[config.mk]
export PLATFORM = sky130hd
export DESIGN_NAME = lic_irq_unit
export DESIGN_NICKNAME = d
export VERILOG_FILES = /design/src/rtl/lic_irq_pkg.sv /design/src/rtl/lic_src_sampler.sv /design/src/rtl/lic_pend_bank.sv /design/src/rtl/lic_req_merge.sv /design/src/rtl/lic_irq_unit.sv
export SDC_FILE = /design/constraint.sdc
export NUM_CORES = 1
export LEC_CHECK = 0
export BUFFER_PORTS_ARGS = -buffer_cell sky130_fd_sc_hd__buf_4
export CAP_MARGIN = 20
export CORE_MARGIN = 4
export CORE_UTILIZATION = 50
export DETAILED_ROUTE_END_ITERATION = 10
export HOLD_SLACK_MARGIN = 0.05
export PLACE_DENSITY = 0.92
export SETUP_SLACK_MARGIN = 0.02
export SLEW_MARGIN = 20
export SYNTH_ARGS = -nofsm -noshare
export SYNTH_HDL_FRONTEND = slang
export SYNTH_SLANG_ARGS = --single-unit
[constraint.sdc]
create_clock -name clk -period 3.1 [get_ports clk]
set_input_delay 0.93 -clock clk [delete_from_list [all_inputs] [get_ports clk]]
set_output_delay 0.93 -clock clk [all_outputs]
set_load 0.01 [all_outputs]
[src/rtl/lic_irq_pkg.sv]
// Package: constants and types shared by the line input change interrupt unit.
// Assumes five sources per channel: two dedicated inputs below three pins.
package lic_irq_pkg;
    localparam int unsigned DED_PER_CH = 2;
    localparam int unsigned BID_PER_CH = 3;
    localparam int unsigned SRC_PER_CH = DED_PER_CH + BID_PER_CH;

    typedef logic [SRC_PER_CH-1:0] src_vec_t;

    // Join a channel's dedicated and bidirectional levels into one source vector.
    function automatic src_vec_t join_src(logic [DED_PER_CH-1:0] ded,
                                          logic [BID_PER_CH-1:0] bid);
        return {bid, ded};
    endfunction
endpackage

[src/rtl/lic_src_sampler.sv]
// Module: lic_src_sampler
// Registers every source level and the pin directions, and reports per-source
// changes against the previous clock. Pins driven as outputs, or whose direction
// changed at the last edge, are masked. No change is reported until one clock
// after reset release, so the levels at release are only captured.
module lic_src_sampler
    import lic_irq_pkg::*;
#(
    parameter int unsigned NUM_CH = 4
) (
    input  logic                        clk,
    input  logic                        rst_n,
    input  logic [NUM_CH*DED_PER_CH-1:0] ded_in,
    input  logic [NUM_CH*BID_PER_CH-1:0] bidir_in,
    input  logic [NUM_CH*BID_PER_CH-1:0] bidir_is_out,
    output logic [NUM_CH*SRC_PER_CH-1:0] chg
);
    localparam int unsigned SRC_W = NUM_CH * SRC_PER_CH;
    localparam int unsigned BID_W = NUM_CH * BID_PER_CH;

    logic [SRC_W-1:0] now_all;
    logic [SRC_W-1:0] src_q;
    logic [BID_W-1:0] dir_q;
    logic             armed_q;

    for (genvar c = 0; c < NUM_CH; c++) begin : g_ch
        src_vec_t now_v;
        src_vec_t qual_v;
        logic [BID_PER_CH-1:0] bid_ok;

        // Current levels of this channel in source order.
        assign now_v  = join_src(ded_in[c*DED_PER_CH +: DED_PER_CH],
                                 bidir_in[c*BID_PER_CH +: BID_PER_CH]);
        // A pin counts only if it was an input at this edge and the one before.
        assign bid_ok = ~(bidir_is_out[c*BID_PER_CH +: BID_PER_CH]
                        | dir_q[c*BID_PER_CH +: BID_PER_CH]);
        assign qual_v = join_src({DED_PER_CH{1'b1}}, bid_ok);
        assign now_all[c*SRC_PER_CH +: SRC_PER_CH] = now_v;
        // Qualified change against the level registered one clock earlier.
        assign chg[c*SRC_PER_CH +: SRC_PER_CH] =
            armed_q ? ((now_v ^ src_q[c*SRC_PER_CH +: SRC_PER_CH]) & qual_v) : '0;
    end

    // Keep the previous levels, the previous directions and the arming flag.
    always_ff @(posedge clk) begin
        if (!rst_n) begin
            src_q   <= '0;
            dir_q   <= '1;
            armed_q <= 1'b0;
        end else begin
            src_q   <= now_all;
            dir_q   <= bidir_is_out;
            armed_q <= 1'b1;
        end
    end
endmodule

[src/rtl/lic_pend_bank.sv]
// Module: lic_pend_bank
// Holds the sticky pending flag of every source. Enabled changes set flags; the
// global clear empties all channels but keeps changes seen at the same edge.
module lic_pend_bank
    import lic_irq_pkg::*;
#(
    parameter int unsigned NUM_CH = 4
) (
    input  logic                         clk,
    input  logic                         rst_n,
    input  logic [NUM_CH*SRC_PER_CH-1:0] chg,
    input  logic [NUM_CH*SRC_PER_CH-1:0] src_en,
    input  logic                         clr_all,
    output logic [NUM_CH*SRC_PER_CH-1:0] pend
);
    for (genvar c = 0; c < NUM_CH; c++) begin : g_ch
        src_vec_t hit;
        src_vec_t pend_q;

        // Changes of this channel that the enable field recognises.
        assign hit = chg[c*SRC_PER_CH +: SRC_PER_CH] & src_en[c*SRC_PER_CH +: SRC_PER_CH];

        // Set on recognised change, clear all on strobe without losing new hits.
        always_ff @(posedge clk) begin
            if (!rst_n) begin
                pend_q <= '0;
            end else if (clr_all) begin
                pend_q <= hit;
            end else begin
                pend_q <= pend_q | hit;
            end
        end

        assign pend[c*SRC_PER_CH +: SRC_PER_CH] = pend_q;
    end
endmodule

[src/rtl/lic_req_merge.sv]
// Module: lic_req_merge
// Combines the stored flags with the live enable field into a per-channel
// summary and one request. Purely combinational, so enable changes act at once.
module lic_req_merge
    import lic_irq_pkg::*;
#(
    parameter int unsigned NUM_CH = 4
) (
    input  logic [NUM_CH*SRC_PER_CH-1:0] pend,
    input  logic [NUM_CH*SRC_PER_CH-1:0] src_en,
    output logic [NUM_CH-1:0]            ch_pend,
    output logic                         irq
);
    for (genvar c = 0; c < NUM_CH; c++) begin : g_ch
        // Channel is flagged while one enabled source is pending.
        assign ch_pend[c] = |(pend[c*SRC_PER_CH +: SRC_PER_CH] & src_en[c*SRC_PER_CH +: SRC_PER_CH]);
    end

    // One request for the whole bank.
    assign irq = |ch_pend;
endmodule

[src/rtl/lic_irq_unit.sv]
// Module: lic_irq_unit (top)
// Line input change interrupt unit for NUM_CH channels of five sources each.
// Assumes the dedicated inputs are already debounced and synchronous to clk, and
// that the bidirectional pin levels are synchronous to clk.
module lic_irq_unit
    import lic_irq_pkg::*;
#(
    parameter int unsigned NUM_CH = 4
) (
    input  logic                         clk,
    input  logic                         rst_n,
    input  logic [NUM_CH*DED_PER_CH-1:0] ded_in,
    input  logic [NUM_CH*BID_PER_CH-1:0] bidir_in,
    input  logic [NUM_CH*BID_PER_CH-1:0] bidir_is_out,
    input  logic [NUM_CH*SRC_PER_CH-1:0] src_en,
    input  logic                         clr_all,
    output logic [NUM_CH*SRC_PER_CH-1:0] pend,
    output logic [NUM_CH-1:0]            ch_pend,
    output logic                         irq
);
    logic [NUM_CH*SRC_PER_CH-1:0] chg;

    lic_src_sampler #(.NUM_CH(NUM_CH)) sampler_i (
        .clk          (clk),
        .rst_n        (rst_n),
        .ded_in       (ded_in),
        .bidir_in     (bidir_in),
        .bidir_is_out (bidir_is_out),
        .chg          (chg)
    );

    lic_pend_bank #(.NUM_CH(NUM_CH)) bank_i (
        .clk     (clk),
        .rst_n   (rst_n),
        .chg     (chg),
        .src_en  (src_en),
        .clr_all (clr_all),
        .pend    (pend)
    );

    lic_req_merge #(.NUM_CH(NUM_CH)) merge_i (
        .pend    (pend),
        .src_en  (src_en),
        .ch_pend (ch_pend),
        .irq     (irq)
    );
endmodule

==> metrics, run 1 <==
status=complete, but fails checks; failing checks=setup timing; starting density of the core=52.3%; slowest library cell on the worst path=or4_1; Levels on crit path=5; slowest stage delay, CP=approximately 0.47 ns; Final Cycle Share=100%; Iter 0 DRT Violations=a little under 80; LEAKAGE=approximately 1.2 nW; Worst Path Max Fanout=2; cell mode on critical path=buf_4; min cycle time layout=around 3.1 ns; synth warn=0; H-Tree Depth=2; Fin. Hold Viols=0; CTS root buf=clkbuf_8; Mapped Avg Cell Area=roughly 10 sq um; CP startpoint kind=primary input; cell family with the largest share of critical-path delay=simple AND/OR/NAND/NOR gates; initial antenna violation count=0; Seq pwr share=approximately 58%; Placeable Area=3720 sq um; RSZ-0062 raised after global routing=yes; worst path bufs/invs=2; crit path cell chain=buf_4 -> a222oi_1 -> nand2_1 -> or4_1 -> buf_4; Slew Limit Fails=0; fraction of layout cells with a size suffix above 1=between 30% and 40%; # IOs=80; Cell Area, Synth=slightly below 2000 sq um; Worst Path Arrival=2.17 ns; Switching Share=between 20% and 30%; placement row count=22; maxcap violations=0; WL/cell=approximately 14 um; Post-DP HPWL=roughly 3200 um; clock latency on the worst-skew pair=about 0.29 ns; setup violators final=1; total power=roughly 1.3 mW; DR vias/cell=5.10; Fillers=just over 300; Detailed Route WL=between 4000 and 5000 um; R2R depth=2; Synth cell types=15; Synth-to-Final Area Change=36.7%; first-pass GRT wire length=around 7200 um; nets=about 330; CTS Buffer Depth=2; DRC errors left=0; CTS tree=built; internal power=between 0.9 and 1 mW; DIE WIDTH=between 70 and 80 um; Place WS=-0.0330 ns; relative slew slack=46.2%; Util after Layout=71.4%; RePlAce Congestion=0.759; Final TNS setup=-0.00254 ns; post-synthesis sequential area ratio=~55%; Seq cells post-synth=53; setup ws final=-0.00254 ns; total number of vias=~1600; Sink Count=53; global-route usage over all layers=a little under a fifth; synthesized netlist cell count=between 150 and 200; Die Y=approximately 70 um; min-delay worst type=flip-flop to flip-flop; Tightest Pin Transition=0.807 ns; Comb power frac=12.5%; Antenna diodes=0; vias in the first global route=approximately 1700; r2r startpoint=sampler_i.armed_q; Port Buf Inserts=79; Critical Path End=irq; R2R Path End=bank_i.g_ch[3].pend_q[0]; post-CTS sizing=0; largest net degree at the start of global routing=54; area occupied by multi-input gates=around 840 sq um; number of buffers created by CTS=5; CP Class=primary input to output pin; Reg2Reg Setup Slack=around 1.8 ns; first element of the critical path=src_en[13]; WP data required=about 2.2 ns; Power Dens Cells=~470 nW/um^2; grt total ovfl=0; Psw=between 0.2 and 0.3 mW; Reg area=1060 sq um; FMAX=322 MHz; syn_nets=roughly 250; Peak VDD IR=around 0.27 mV; Setup crit end kind=output pin; Die ar.=approximately 5000 sq um; Clock transition at path regs=around 0.08 ns; clock group share of total power=around 30%; Antenna Nets Post-Route=0; 1st-pass router iterations=4; Clock Skew=around 0.0073 ns
[cells in the final DEF (no fill, tap or decap)]
cell,instances
buf_4,80
dfxtp_1,53
and2_1,20
xor2_1,20
nand2_1,16
nand2b_1,12
nor2_1,12
nand4_1,12
a21boi_0,12
a32oi_1,8
nor2b_1,8
clkbuf_8,6
a222oi_1,4
a22oi_1,4
or4_1,1
inv_1,1
clkbuf_1,1
[worst reg2reg max path, stage by stage, from the launching register on]
cell and delay [ns]:
dfxtp_1 0.86, a32oi_1 0.21, nor2b_1 0.16
[synthesized netlist by cell type (all sizes together)]
library cell | instances | area (sq um)
dfxtp | 53 | 1060
xor2 | 20 | 175
nor2b | 8 | 50.1
and2 | 20 | 125
nand2 | 16 | 60.1
clkbuf | 9 | 33.8
inv | 1 | 3.75
a222oi | 4 | 40.0
a32oi | 8 | 70.1
nand2b | 12 | 75.1
a21boi | 12 | 90.1
nand4 | 12 | 75.1
a22oi | 4 | 30.0
nor2 | 12 | 45.0
or4 | 1 | 7.51
[power groups by stage]
stage                     sequential [mW]  clock (mW)  combinational [mW]
after floorplan                     0.739           0              0.0654
after global placement              0.741           0               0.154
after detailed placement            0.743           0               0.159
after CTS                           0.727       0.388               0.159
after global routing                0.730       0.416               0.174
final                               0.727       0.375               0.157
[worst min-delay path by stage]
stage	from	end	cells past startpoint
3_5_place_dp	bank_i.g_ch[0].pend_q[2]	bank_i.g_ch[0].pend_q[2]	2
6_report	bank_i.g_ch[0].pend_q[2]	bank_i.g_ch[0].pend_q[2]	2
5_1_grt	bank_i.g_ch[0].pend_q[2]	bank_i.g_ch[0].pend_q[2]	2
4_1_cts	bank_i.g_ch[0].pend_q[2]	bank_i.g_ch[0].pend_q[2]	2
2_1_floorplan	sampler_i.dir_q[1]	bank_i.g_ch[0].pend_q[3]	3
3_3_place_gp	bank_i.g_ch[3].pend_q[2]	bank_i.g_ch[3].pend_q[2]	2
[stage by stage]
stage | cell area, sq um | std cells | hold WS, ns
final | 2660 | 318 | 0.498
after global routing | 2660 | 318 | 0.518
after CTS | 2660 | 318 | 0.499
after detailed placement | 2570 | 311 | 0.485
after global placement | 2570 | 311 | 0.480
after floorplan | 1940 | 192 | 0.499
[what timing repair did]
item | CTS | global route
endpoints found under the setup margin | 1 | 1
buffers inserted | 0 | 0
pin swaps | 0 | 2
hold buffers | 0 | 0
[flip-flops by register name, summed over array words and instances, names as in the netlist]
signal	flops
bank_i.g_ch.pend_q	20
sampler_i.armed_q	1
sampler_i.dir_q	12
sampler_i.src_q	20
[final cells by class]
cell class	instances	area share, %
flip-flops and latches	53	40.0
clock buffers	7	3.25
well taps	48	2.26
repair buffers	80	22.6
multi-input cells	129	31.8
inverters	1	0.141
[per-layer routing]
| layer | share of wire, % | vias up | global-route usage, % |
|---|---|---|---|
| li1 | - | 811 | - |
| met1 | 41 | 757 | 19.7 |
| met2 | 53 | 52 | 32.6 |
| met3 | 5.9 | 2 | 5.47 |
| met4 | 0.53 | 0 | 6.60 |
| met5 | 0 | - | 0 |
[logic make-up after synthesis]
logic type,Yosys count,share of synthesized area [%]
AND/OR/NAND/NOR,81,22.6
flip-flops,53,54.6
AO/OA/AOI/OAI,28,11.9
XOR/XNOR,20,9.02
buffers and inverters,10,1.93
(Power assumes the default switching activity.)
==> run 2, diff against run 1 <==
--- a/config.mk
+++ b/config.mk
@@ -11,6 +11,7 @@
 export CORE_UTILIZATION = 50
 export DETAILED_ROUTE_END_ITERATION = 10
 export HOLD_SLACK_MARGIN = 0.05
+export MAX_ROUTING_LAYER = met4
 export PLACE_DENSITY = 0.92
 export SETUP_SLACK_MARGIN = 0.02
 export SLEW_MARGIN = 20
==> run 2 against run 1 <==
  * The flow still finishes with violations (setup timing)
  * Clock power barely moved
  * Count of clock-buffer cells in the layout unchanged
  * Sequential power is essentially flat
  * Sequential cell count unchanged
  * Critical path type unchanged
  * Critical endpoint unchanged
  * Highest routed layer unchanged
==> metrics, run 2 (same netlist as run 1, synthesis figures left out) <==
CP startpoint kind=primary input; LEAKAGE=1.19 nW; min-delay src=bank_i.g_ch[0].pend_q[2]; r2r startpoint=sampler_i.armed_q; failing checks=setup timing; Hold Path Depth=2; Clock transition at path regs=0.08 ns; placed cells=around 310; R2R depth=2; FMAX=roughly 320 MHz; H-Tree Depth=2; starting density of the core=between 50% and 60%; Tightest Pin Transition=0.795 ns; setup ws final=-0.00383 ns; Worst Path Max Fanout=2; Clock Skew=approximately 0.0075 ns; 1st-pass router iterations=4; dpl cell area=between 2000 and 3000 sq um; Post-DP HPWL=between 3000 and 4000 um; Regs by FF count=bank_i.g_ch.pend_q (20), sampler_i.src_q (20), sampler_i.dir_q (12); DR vias/cell=between 5 and 6; Port Buf Inserts=79; largest net degree at the start of global routing=between 50 and 60; Synth-to-Final Area Change=36.7%; nets=between 300 and 400; Fillers=just over 300; fraction of layout cells with a size suffix above 1=a little under a third; CTS Buffer Depth=2; setup violators final=1; # IOs=80; GRT busiest layer=met2; final instance area=2660 sq um; Iter 0 DRT Violations=between 70 and 80; maxcap violations=0; slowest library cell on the worst path=or4_1; Util after Layout=a little under three quarters; Final TNS setup=-0.00383 ns; Setup crit end kind=output pin; relative slew slack=a little under half; WP data required=~2.2 ns; R2R Path End=bank_i.g_ch[3].pend_q[0]; CP Class=primary input to output pin; Reg2Reg Setup Slack=between 1.5 and 2 ns; first-pass GRT wire length=~7000 um; RePlAce Congestion=about 0.77; Antenna diodes=0; Sink Count=53; cell mode on critical path=buf_4; Antenna Nets Post-Route=0; Detailed Route WL=around 4300 um; number of buffers created by CTS=5; CTS root buf=clkbuf_8; placement row count=22; crit path cell chain=buf_4 -> a222oi_1 -> nand2_1 -> or4_1 -> buf_4; M2 GR Usage=between 30% and 40%; grt met1 use=between 10% and 20%; Final Cycle Share=100%; min-delay worst type=flip-flop to flip-flop; Final Instance Count excl. Fillers=about 320; CTS tree=built; Post-CTS Setup Inserts=0; clock latency on the worst-skew pair=a little under 0.3 ns; WL/cell=between 10 and 15 um; RSZ-0062 raised after global routing=yes; Placeable Area=3720 sq um; Worst Path Arrival=~2.2 ns; total number of vias=about 1600; Fin. Hold Viols=0; met3 GRT Util=between 5 and 6%; initial antenna violation count=0; slowest stage delay, CP=around 0.47 ns; DRC errors left=0; status=complete, but fails checks; DIE WIDTH=70.3 um; total power=between 1 and 1.5 mW; commonest non-fill, non-tap cell in the layout=buf_4; vias in the first global route=approximately 1700; commonest non-fill, non-tap cells in the layout=buf_4, dfxtp_1, and2_1, xor2_1, nand2_1; Die ar.=4940 sq um; Slew Limit Fails=0; WHS Endpoint=bank_i.g_ch[0].pend_q[2]; min cycle time layout=3.10 ns; Power Dens Cells=about 470 nW/um^2; grt total ovfl=0; Die Y=roughly 70 um; global-route usage over all layers=18.6%; Peak VDD IR=about 0.27 mV
run 2: cell counts in the layout (fill, tap and decap cells not counted):
Identical to the previous run, type by type.
run 2: what timing repair did:
action	in CTS	in global routing
gates resized for setup	0	0
setup endpoints to repair	1	1
endpoints found under the hold margin	0	0
pin swaps	0	2
hold buffers	0	0
run 2: worst max-delay path by stage:
| stage | startpoint | end | slack, ns | cells past startpoint |
|---|---|---|---|---|
| after global routing | src_en[13] | irq | -0.08 | 5 |
| after floorplan | src_en[2] | irq | 0.22 | 3 |
| after global placement | src_en[7] | irq | -0.005 | 5 |
| final | src_en[13] | irq | -0.004 | 5 |
| after detailed placement | src_en[13] | irq | -0.03 | 5 |
| after CTS | src_en[13] | irq | -0.02 | 5 |
run 2: per-stage QoR:
step	worst slack, ns	hold WS [ns]
after floorplan	0.219	0.499
final	-0.00383	0.495
after global placement	-0.00520	0.480
after detailed placement	-0.0330	0.485
after global routing	-0.0810	0.518
after CTS	-0.0241	0.499
run 2: layer usage:
metal | vias up | share of wire [%]
li1 | 811 | -
met1 | 755 | 41
met2 | 52 | 53
met3 | 2 | 5.9
met4 | 0 | 0.53
met5 | - | 0
run 2: final cells by class:
type | count | area, sq um | share of cell area (%)
Sequential cell | 53 | 1060 | 40.0
Multi-Input combinational cell | 129 | 843 | 31.8
Timing Repair Buffer | 80 | 601 | 22.6
Clock buffer | 7 | 86.3 | 3.25
Tap cell | 48 | 60.1 | 2.26
Inverter | 1 | 3.75 | 0.141
run 2: critical path, delay by kind of cell:
kind	cells	cell delay (ns)
AND/OR/NAND/NOR	2	0.60
AO/OA/AOI/OAI	1	0.37
buffers and inverters	2	0.28
run 2: power breakdown:
group	switching (mW)	internal [mW]	total [mW]	leakage (nW)
logic	0.0635	0.0933	0.157	0.707
registers	0.0172	0.709	0.727	0.438
clock network	0.198	0.177	0.375	0.0443
==> run 3, diff against run 2 <==
--- a/config.mk
+++ b/config.mk
@@ -13,6 +13,7 @@
 export HOLD_SLACK_MARGIN = 0.05
 export MAX_ROUTING_LAYER = met4
 export PLACE_DENSITY = 0.92
+export RECOVER_POWER = 50
 export SETUP_SLACK_MARGIN = 0.02
 export SLEW_MARGIN = 20
 export SYNTH_ARGS = -nofsm -noshare
==> run 3 against run 2 <==
  * The flow finishes with violations (capacitance limit, slew limit)
  * Worst hold slack better by 0.0044 ns
  * Via count up 0.37%
  * Non-clock buffer count stayed put
  * Combinational power is essentially flat
  * Power hardly changed
  * Cell area fell by 0.14%
  * First-iteration DRC count is 3.8% lower
  * Sequential share of layout area is 0.057 points higher
  * Fmax increased by 0.22%
  * Clock skew is 0.00079 ns lower
  * Largest cell class unchanged
==> metrics, run 3 (same netlist as run 1, synthesis figures left out) <==
Worst Path Max Fanout=2; vias in the first global route=between 1500 and 2000; Psw=around 0.28 mW; Clock transition at path regs=0.08 ns; Peak VDD IR=0.267 mV; Antenna diodes=0; grt total ovfl=0; global-route usage over all layers=a little under a fifth; CP Class=primary input to output pin; CP startpoint kind=primary input; number of buffers created by CTS=5; commonest non-fill, non-tap cell in the layout=buf_4; nets=approximately 330; Fillers=approximately 300; first element of the critical path=src_en[13]; Hold-fix buffers, CTS=0; failing checks=capacitance limit, slew limit; RePlAce Congestion=approximately 0.77; min cycle time layout=3.10 ns; Comb power frac=12.4%; total power=roughly 1.3 mW; WL/cell=between 10 and 15 um; Clock Skew=between 0.006 and 0.007 ns; CTS Buffer Depth=2; maxcap violations=1; RSZ-0062 raised after global routing=yes; first-pass GRT wire length=between 7000 and 8000 um; Final Cycle Share=approximately 100%; commonest non-fill, non-tap cells in the layout=buf_4, dfxtp_1, xor2_1; Switching Share=~22%; Die ar.=~4900 sq um; min-delay worst type=flip-flop to flip-flop; starting density of the core=52.3%; relative slew slack=-16.1%; DR vias/cell=about 5.1; Regs by FF count=bank_i.g_ch.pend_q (20), sampler_i.src_q (20), sampler_i.dir_q (12); setup violators final=0; fraction of layout cells with a size suffix above 1=31.5%; Tightest Pin Transition=about 1.7 ns; hold slack=around 0.5 ns; Worst Path Arrival=2.17 ns; Antenna Nets Post-Route=0; Fin. Hold Viols=0; Sink Count=53; Iter 0 DRT Violations=76; Port Buf Inserts=between 70 and 80; H-Tree Depth=2; Place WS=-0.0330 ns; DIE WIDTH=approximately 70 um; CTS tree=built; WP data required=around 2.2 ns; initial antenna violation count=0; clock group share of total power=29.9%; setup ws final=between 0.002 and 0.003 ns; Placeable Area=~3700 sq um; Final TNS setup=0 ns; placement row count=22; Power Dens Cells=between 400 and 500 nW/um^2; Seq pwr share=around 58%; r2r startpoint=sampler_i.armed_q; Die Y=between 70 and 80 um; LEAKAGE=roughly 1.2 nW; # IOs=80; largest net degree at the start of global routing=54; DRC errors left=0; status=complete, but fails checks; Synth-to-Final Area Change=36.5%; CTS root buf=clkbuf_8; Slew Limit Fails=54; clock latency on the worst-skew pair=around 0.30 ns; Setup crit end kind=output pin; min-delay src=bank_i.g_ch[0].pend_q[2]; 1st-pass router iterations=5; Post-DP HPWL=approximately 3200 um; Detailed Route WL=4330 um; post-CTS sizing=0; internal power=0.980 mW; total number of vias=approximately 1600; FMAX=323 MHz
==> run 3: metrics by stage <==
stage,instances,instance area [sq um],utilization [%]
after floorplan,192,1940,-
after global placement,311,2570,69.1
after detailed placement,311,2570,69.1
after CTS,318,2660,71.4
after global routing,318,2650,71.3
final,318,2650,71.3
==> run 3: worst paths after layout <==
| kind | endpoint | slack (ns) | cells past startpoint |
|---|---|---|---|
| setup / recovery | irq | 0.003 | 5 |
| hold / removal | bank_i.g_ch[0].pend_q[2] | 0.50 | 2 |
| hold reg to reg | bank_i.g_ch[0].pend_q[2] | 0.50 | 2 |
| setup reg to reg | bank_i.g_ch[3].pend_q[0] | 1.80 | 2 |
==> run 3: cell type report <==
type | instances | area (sq um) | area share, %
clock buffers | 7 | 86.3 | 3.26
inverters | 1 | 3.75 | 0.142
multi-input cells | 129 | 843 | 31.8
flip-flops and latches | 53 | 1060 | 40.0
well taps | 48 | 60.1 | 2.27
repair buffers | 80 | 597 | 22.5
==> run 3: critical path, cell delays in order <==
cell and delay [ns]:
buf_4 0.12, a222oi_1 0.36, nand2_1 0.13, or4_1 0.47, buf_4 0.16
==> run 3: power groups by stage <==
stage	clock network, mW	logic [mW]	registers [mW]
6_report	0.376	0.157	0.727
5_1_grt	0.416	0.174	0.730
4_1_cts	0.388	0.159	0.727
3_5_place_dp	0	0.159	0.743
3_3_place_gp	0	0.154	0.741
2_1_floorplan	0	0.0654	0.739
==> run 3: timing repair <==
item,CTS,global route
setup endpoints to repair,1,1
pin swaps,0,2
setup buffers,0,0
cloned,0,0
==> run 3: layer usage <==
metal | vias up | share of wire (%) | track usage, %
li1 | 812 | - | -
met1 | 757 | 41 | 19.9
met2 | 52 | 52 | 32.6
met3 | 5 | 5.8 | 5.18
met4 | 0 | 1.0 | 6.60
met5 | - | 0 | -
